$ cat src/rtl/tpg_pkg.sv
package tpg_pkg;
  typedef enum logic [1:0] {
    ST_IDLE = 2'd0,
    ST_WAIT = 2'd1,
    ST_HIGH = 2'd2
  } seq_state_e;

  localparam logic [1:0] ADDR_CTRL  = 2'd0;
  localparam logic [1:0] ADDR_DELAY = 2'd1;
  localparam logic [1:0] ADDR_WIDTH = 2'd2;

  localparam int CTRL_EN_BIT  = 0;
  localparam int CTRL_SRC_BIT = 1;
  localparam int CTRL_IRQ_LSB = 2;
  localparam int IRQ_N        = 3;
endpackage

$ cat src/rtl/tpg_sync_edge.sv
module tpg_sync_edge #(
  parameter int STAGES = 2
) (
  input  logic clk,
  input  logic rst_n,
  input  logic din,
  output logic rise
);
  logic [STAGES:0] shreg;

  always_ff @(posedge clk or negedge rst_n) begin
    if (!rst_n) shreg <= '0;
    else        shreg <= {shreg[STAGES-1:0], din};
  end

  assign rise = shreg[STAGES-1] & ~shreg[STAGES];

  AST_EDGE_SINGLE: assert property (@(posedge clk) disable iff (!rst_n)
    rise |=> !rise);
endmodule

$ cat src/rtl/tpg_regs.sv
module tpg_regs
  import tpg_pkg::*;
#(
  parameter int DATA_W = 16,
  parameter int ADDR_W = 2
) (
  input  logic              clk,
  input  logic              rst_n,
  input  logic              wr,
  input  logic [ADDR_W-1:0] addr,
  input  logic [DATA_W-1:0] wdata,
  output logic [DATA_W-1:0] rdata,
  output logic              enable,
  output logic              src_ext,
  output logic [IRQ_N-1:0]  irq_en,
  output logic [DATA_W-1:0] delay,
  output logic [DATA_W-1:0] width
);
  localparam int CTRL_W = CTRL_IRQ_LSB + IRQ_N;

  logic [CTRL_W-1:0] ctrl_q;

  always_ff @(posedge clk or negedge rst_n) begin
    if (!rst_n) begin
      ctrl_q <= '0;
      delay  <= '0;
      width  <= '0;
    end else if (wr) begin
      case (addr)
        ADDR_CTRL:  ctrl_q <= wdata[CTRL_W-1:0];
        ADDR_DELAY: delay  <= wdata;
        ADDR_WIDTH: width  <= wdata;
        default: ;
      endcase
    end
  end

  assign enable  = ctrl_q[CTRL_EN_BIT];
  assign src_ext = ctrl_q[CTRL_SRC_BIT];
  assign irq_en  = ctrl_q[CTRL_IRQ_LSB +: IRQ_N];

  always_comb begin
    rdata = '0;
    case (addr)
      ADDR_CTRL:  rdata[CTRL_W-1:0] = ctrl_q;
      ADDR_DELAY: rdata = delay;
      ADDR_WIDTH: rdata = width;
      default:    rdata = '0;
    endcase
  end

  AST_WRITE_DELAY_TAKES: assert property (@(posedge clk) disable iff (!rst_n)
    (wr && addr == ADDR_DELAY) |=> delay == $past(wdata));
endmodule

$ cat src/rtl/tpg_seq.sv
module tpg_seq
  import tpg_pkg::*;
#(
  parameter int CNT_W = 16
) (
  input  logic             clk,
  input  logic             rst_n,
  input  logic             enable,
  input  logic             tick,
  input  logic             trig_rise,
  input  logic [IRQ_N-1:0] irq_en,
  input  logic [CNT_W-1:0] delay,
  input  logic [CNT_W-1:0] width,
  output logic             pulse_out,
  output logic             irq
);
  localparam logic [CNT_W-1:0] CNT_ONE = CNT_W'(1);

  seq_state_e       state;
  logic [CNT_W-1:0] cnt;

  always_ff @(posedge clk or negedge rst_n) begin
    if (!rst_n) begin
      state     <= ST_IDLE;
      cnt       <= '0;
      pulse_out <= 1'b0;
      irq       <= 1'b0;
    end else begin
      irq <= 1'b0;
      if (!enable) begin
        state     <= ST_IDLE;
        cnt       <= '0;
        pulse_out <= 1'b0;
      end else begin
        case (state)
          ST_IDLE: if (trig_rise) begin
            state <= ST_WAIT;
            cnt   <= delay;
            irq   <= irq_en[0];
          end
          ST_WAIT: if (tick) begin
            if (cnt == '0) begin
              state     <= ST_HIGH;
              cnt       <= width;
              pulse_out <= 1'b1;
              irq       <= irq_en[1];
            end else begin
              cnt <= cnt - CNT_ONE;
            end
          end
          ST_HIGH: if (tick) begin
            if (cnt <= CNT_ONE) begin
              state     <= ST_IDLE;
              cnt       <= '0;
              pulse_out <= 1'b0;
              irq       <= irq_en[2];
            end else begin
              cnt <= cnt - CNT_ONE;
            end
          end
          default: state <= ST_IDLE;
        endcase
      end
    end
  end

  AST_DISABLED_IDLE: assert property (@(posedge clk) disable iff (!rst_n)
    !enable |=> (state == ST_IDLE && !pulse_out));
  AST_RISE_ON_TICK: assert property (@(posedge clk) disable iff (!rst_n)
    $rose(pulse_out) |-> $past(tick));
  AST_FALL_CAUSE: assert property (@(posedge clk) disable iff (!rst_n)
    $fell(pulse_out) |-> ($past(tick) || !$past(enable)));
  AST_CNT_HOLD: assert property (@(posedge clk) disable iff (!rst_n)
    (state != ST_IDLE && !tick && enable) |=> $stable(cnt));
  AST_RETRIG_IGNORED: assert property (@(posedge clk) disable iff (!rst_n)
    (state == ST_WAIT && trig_rise && !tick && enable) |=> (state == ST_WAIT && $stable(cnt)));
  AST_IRQ_NEEDS_EN: assert property (@(posedge clk) disable iff (!rst_n)
    irq |-> $past(irq_en) != '0);
endmodule

$ cat src/rtl/trig_pulse_timer.sv
module trig_pulse_timer
  import tpg_pkg::*;
#(
  parameter int DATA_W      = 16,
  parameter int ADDR_W      = 2,
  parameter int SYNC_STAGES = 2
) (
  input  logic              clk,
  input  logic              rst_n,
  input  logic              reg_wr,
  input  logic [ADDR_W-1:0] reg_addr,
  input  logic [DATA_W-1:0] reg_wdata,
  output logic [DATA_W-1:0] reg_rdata,
  input  logic              tick_us,
  input  logic              trig_in,
  input  logic              ext_clk,
  output logic              pulse_out,
  output logic              irq
);
  logic             enable, src_ext, trig_rise, ext_rise, tick;
  logic [IRQ_N-1:0] irq_en;
  logic [DATA_W-1:0] delay, width;

  tpg_regs #(.DATA_W(DATA_W), .ADDR_W(ADDR_W)) u_regs (
    .clk(clk), .rst_n(rst_n), .wr(reg_wr), .addr(reg_addr),
    .wdata(reg_wdata), .rdata(reg_rdata), .enable(enable),
    .src_ext(src_ext), .irq_en(irq_en), .delay(delay), .width(width)
  );

  tpg_sync_edge #(.STAGES(SYNC_STAGES)) u_trig_sync (
    .clk(clk), .rst_n(rst_n), .din(trig_in), .rise(trig_rise)
  );

  tpg_sync_edge #(.STAGES(SYNC_STAGES)) u_ext_sync (
    .clk(clk), .rst_n(rst_n), .din(ext_clk), .rise(ext_rise)
  );

  assign tick = src_ext ? ext_rise : tick_us;

  tpg_seq #(.CNT_W(DATA_W)) u_seq (
    .clk(clk), .rst_n(rst_n), .enable(enable), .tick(tick),
    .trig_rise(trig_rise), .irq_en(irq_en), .delay(delay), .width(width),
    .pulse_out(pulse_out), .irq(irq)
  );
endmodule

$ cat config.mk
export PLATFORM = sky130hd
export DESIGN_NAME = trig_pulse_timer
export DESIGN_NICKNAME = d
export VERILOG_FILES = /design/src/rtl/tpg_pkg.sv /design/src/rtl/tpg_sync_edge.sv /design/src/rtl/tpg_regs.sv /design/src/rtl/tpg_seq.sv /design/src/rtl/trig_pulse_timer.sv
export SDC_FILE = /design/constraint.sdc
export NUM_CORES = 1
export LEC_CHECK = 0
export BUFFER_PORTS_ARGS = -buffer_cell sky130_fd_sc_hd__buf_4
export CORE_MARGIN = 8
export CORE_UTILIZATION = 50
export DETAILED_ROUTE_END_ITERATION = 8
export PLACE_DENSITY = 0.72
export SETUP_SLACK_MARGIN = 0.5
export SYNTH_ARGS = -nofsm -noshare
export SYNTH_HDL_FRONTEND = slang
export SYNTH_HIERARCHICAL = 1
export SYNTH_SLANG_ARGS = --single-unit
$ cat constraint.sdc
create_clock -name clk -period 3.3 [get_ports clk]
set_input_delay 0.825 -clock clk [delete_from_list [all_inputs] [get_ports clk]]
set_output_delay 0.825 -clock clk [all_outputs]
set_load 0.03 [all_outputs]
# --- After elaboration in Yosys (flattened, before gate mapping) ---
# Cells that the tools add are included.
word_totals:
  register_bits: 63
  inputBits: 24
  elab_cells: 65
classes:
  bitwise: 4
  magnitude_cmp: 1
  muxes: 30
  eq_ne: 11
  reduce_logical: 9
  addsub: 1
op_table:
  columns: ["operator", "n"]
  rows:
  - ["$mux 16", 6]
  - ["$pmux 16 s3", 1]
  - ["$pmux 11 s2", 1]
  - ["$le 16x1->1 const B", 1]
  - ["$logic_not 16->1", 1]
  - ["$sub 16x1->16 const B", 1]
  - ["$pmux 5 s3", 1]
  - ["$mux 1", 12]
  - ["$mux 2", 6]
  - ["$reduce_and 5->1", 2]
  - ["$ne 3x3->1 const B", 3]
  - ["$ne 3x2->1 const B", 2]
  - ["$pmux 2 s3", 1]
  - ["$reduce_and 2->1", 3]
  - ["$eq 2x1->1 const B", 2]
  - ["$eq 2x2->1 const B", 2]
  - ["$logic_not 2->1", 2]
  - ["$ne 4x1->1 const B", 1]
  - ["$reduce_and 4->1", 1]
  - ["$ne 3x1->1 const B", 1]
  - ["$pmux 1 s3", 1]
  - ["$and 1x1->1", 2]
  - ["$not 1->1", 2]
  - ["$pmux 1 s2", 1]

# --- Depth between registers and ports, before layout ---
depth:
  word_depth: 6
  depth_mapped: 10

# --- Cells and area by module ---
# Netlist, hierarchy kept.
by_module_without_submodules:
  columns: ["module", "cells_each", "area_each_um2", "instances"]
  rows:
  - ["tpg_regs", 122, 1767.9, 1]
  - ["tpg_seq", 208, 1705.4, 1]
  - ["tpg_sync_edge", 4, 88.8, 2]
  - ["trig_pulse_timer", 1, 15.0, 1]

# --- Least setup slack after synthesis ---
# Ideal clock, no wire load.
synth_path:
  path_type: "input to output"
  from: "input reg_addr[0]"
  to: "output reg_rdata[10]"
  path_buffers: 2
  required_ns: 2.475
  slack_ns: 0.557
  stages: 6
  t_arrival_ns: 1.918
  path_cell_list: "inv_1 > ha_1 > buf_2 > buf_2 > a22oi_1 > nor2b_1"
synth_via:
  elab_chain_len: 2
  word_cells_on_any_way: 3
synth_rtl:
  columns: ["item", "line", "source"]
  rows:
  - ["from (decl)", "trig_pulse_timer.sv:11", "input logic [ADDR_W-1:0] reg_addr,"]
  - ["$eq 2x2->1 / $eq 2x1->1 (equally long branches)", "tpg_regs.sv:44", "case (addr)"]
  - ["$pmux 11 s2 (*)", "tpg_regs.sv:44", null]
  - ["to (decl)", "trig_pulse_timer.sv:13", "output logic [DATA_W-1:0] reg_rdata,"]
# Every way passes the cells marked *; elsewhere a longest branch is shown, timed or not.

# --- Worst setup path in the final report ---
layout_path:
  from: "input reg_addr[0]"
  to: "output reg_rdata[15]"
# Same word-level chain as after synthesis.

==> metrics.txt <==
status finished clean; Startpoint Class input pin; initial core utilization 51.1%; clk_skew 0.00787 ns; most used cell, CP buf_4; synthesized netlist cell count 339; Synth Register Bits 63; Tmin final 2.70 ns; Setup violations, final 0; Crit path max-delay family buffers and inverters; TritonCTS Buffers 9; final critical-path share of the clock period 81.8%; Crit path required time 2.47 ns; worst path bufs/invs 4; first-pass GRT wire length 15.5 mm; post-synthesis cell type count 61; DRC viols 0; Final Net Count 416; post-DP HPWL 6.57 mm; GRT Util Overall 19.4%; Max-Cap Viols 0; final slew viol count 0; Longest Clk Path Bufs 2; worst slack, placed 0.525 ns; unrepaired setup endpoints after global routing no; post-synthesis sequential area ratio 43.0%; 1st-pass router iterations 7; routed vias/inst 6.08; layout cells sized above 1 31.2%; Worst-Margin Slew 0.803 ns; Tot Pwr 3.51 mW; H-tree depth 3; Post-synth EDFFs 0; via count of the first global-routing pass 2972; multi-input logic area 1980 um2; Synth async-reset ratio 100%; CTS sink cnt 63; final hold violations 0; Arrival @ worst endpoint 1.88 ns; Hold Path Class reg -> reg; worst vdd ir 0.000388 V; Row Count 31; worst rel slew slack 46.3%; Worst R2R Setup Slack 0.66 ns; Total Die Area 10300 um2; ys flop type dfrtp_1; setup TNS 0 ns; Crit path largest cell delay 0.26 ns; Worst-Skew Late Latency 0.35 ns; final setup margin 0.599 ns; Boundary Pins 42; Reg2Reg Depth 8; Worst Hold Depth 0; CTS root buf clkbuf_8; Net Count, Synth 374; fillers 571; largest net degree at the start of global routing 64; Max Fanout on Critical Path 12; antenna cells 0; drt total wl 9.35 mm; initial drt markers 330; Setup crit end kind output pin; initial antenna violation count 0; Chip Width 102 um; area of the core 7180 um2; maximum clock frequency 370 MHz; area of the mapped netlist 3670 um2; Die Y 102 um; routability cong. 0.866; Leak 2.00 nW; cts-stage hold buffer count 0; # port buffers 41; CTS tree built; Congestion Overflow GR 0; Area Overhead vs Synth 17.7%; antenna viol nets, final 0; critical path's slowest cell ha_2; worst-path cell chain buf_4, inv_1, ha_2, buf_6, a22oi_1, nor2b_1, buf_4; Crit Path Class in -> out; Avg Inst Size Synth 10.8 um2; Critical Path Stages 7; wire per inst 19.3 um; yosys warns 6; pwr/cell area 812 nW/um2; Via Count 2943; clk slew on worst S/H paths 0.07 ns; FF/Latch Area 1580 um2
## state kept, by name (all words and copies together), names as in the netlist
signal	cells
u_ext_sync/shreg	3
u_regs/ctrl_q	5
u_regs/delay	16
u_regs/width	16
u_seq/cnt	16
u_seq/irq	1
u_seq/pulse_out	1
u_seq/state	2
u_trig_sync/shreg	3
## metrics by stage
stage          instances  instance area, um2  hold WS, ns  utilization [%]
6_report             484                4320        0.358             60.1
5_1_grt              484                4320        0.361             60.1
4_1_cts              484                4280        0.359             59.7
3_5_place_dp         469                4050        0.339             56.5
3_3_place_gp         469                4050        0.335             56.5
2_1_floorplan        339                3670        0.331                -
## metal layers
| layer | global-route usage (%) | up-vias | wire, um |
|---|---|---|---|
| li1 | - | 1338 | - |
| met1 | 25.4 | 1473 | 4220 |
| met2 | 29.3 | 117 | 4430 |
| met3 | 3.16 | 15 | 499 |
| met4 | 11.9 | 0 | 192 |
| met5 | 0 | - | 0 |
## layout make-up
| cell class | count | share of cell area (%) |
|---|---|---|
| clock buffers | 12 | 3.83 |
| inverters | 11 | 0.957 |
| repair buffers | 48 | 8.52 |
| well taps | 99 | 2.87 |
| flip-flops and latches | 63 | 36.5 |
| multi-input cells | 248 | 45.8 |
| clock inverters | 3 | 1.51 |
## cell usage after synthesis, drive strengths merged, types with 3 or more instances
cell type | n | area, um2
a21oi | 10 | 53.8
a221o | 4 | 40.0
a222oi | 5 | 50.1
a22o | 4 | 35.0
a22oi | 14 | 105
buf | 11 | 75.1
clkbuf | 6 | 22.5
dfrtp | 63 | 1580
ha | 11 | 138
inv | 10 | 37.5
mux2 | 38 | 507
nand2 | 26 | 123
nand3 | 7 | 35.0
nor2 | 21 | 78.8
nor2b | 20 | 140
nor3 | 11 | 60.1
nor3b | 3 | 22.5
nor4 | 4 | 46.3
o211ai | 4 | 30.0
o21ai | 24 | 120
or3 | 3 | 18.8
xor2 | 4 | 35.0
## timing repair
| item | 4_1_cts | 5_1_grt |
|---|---|---|
| setup buffers | 0 | 0 |
| setup endpoints to repair | 0 | 21 |
| gates resized for setup | 0 | 8 |
## report_power, final
| group | internal (mW) | total [mW] | switching [mW] |
|---|---|---|---|
| registers | 0.936 | 1.16 | 0.221 |
| logic | 0.645 | 1.57 | 0.921 |
| clock network | 0.482 | 0.783 | 0.301 |
## cell families after synthesis
family | synth area share [%]
adders and majority gates | 3.75
muxes | 14.1
buffers and inverters | 3.79
and+or+nand+nor | 17.1
DFF | 43.0
xor gates and xnor gates | 1.43
AOI/OAI and AO/OA | 16.8
## cells in the final DEF (no fill, tap or decap), types with 12 or more instances in the layout
cell type,Yosys,routed
dfrtp_1,63,63
clkbuf_8,0,12
nand2_1,22,22
mux2_2,17,17
mux2_4,21,21
a22oi_1,14,14
buf_4,1,46
o21ai_0,24,24
nor2_1,21,21
nor2b_1,18,18
## worst paths after layout
path	startpoint	endpoint
max	reg_addr[0]	reg_rdata[15]
min reg2reg	u_ext_sync/shreg[0]$_DFF_PN0_	u_ext_sync/shreg[1]$_DFF_PN0_
min	u_ext_sync/shreg[0]$_DFF_PN0_	u_ext_sync/shreg[1]$_DFF_PN0_
max reg2reg	u_seq/cnt[0]$_DFFE_PN0P_	u_seq/cnt[13]$_DFFE_PN0P_
min in group asynchronous	rst_n	u_ext_sync/shreg[0]$_DFF_PN0_
max in group asynchronous	rst_n	u_regs/delay[5]$_DFFE_PN0P_
No activity file was read; power rests on OpenSTA's default activity.
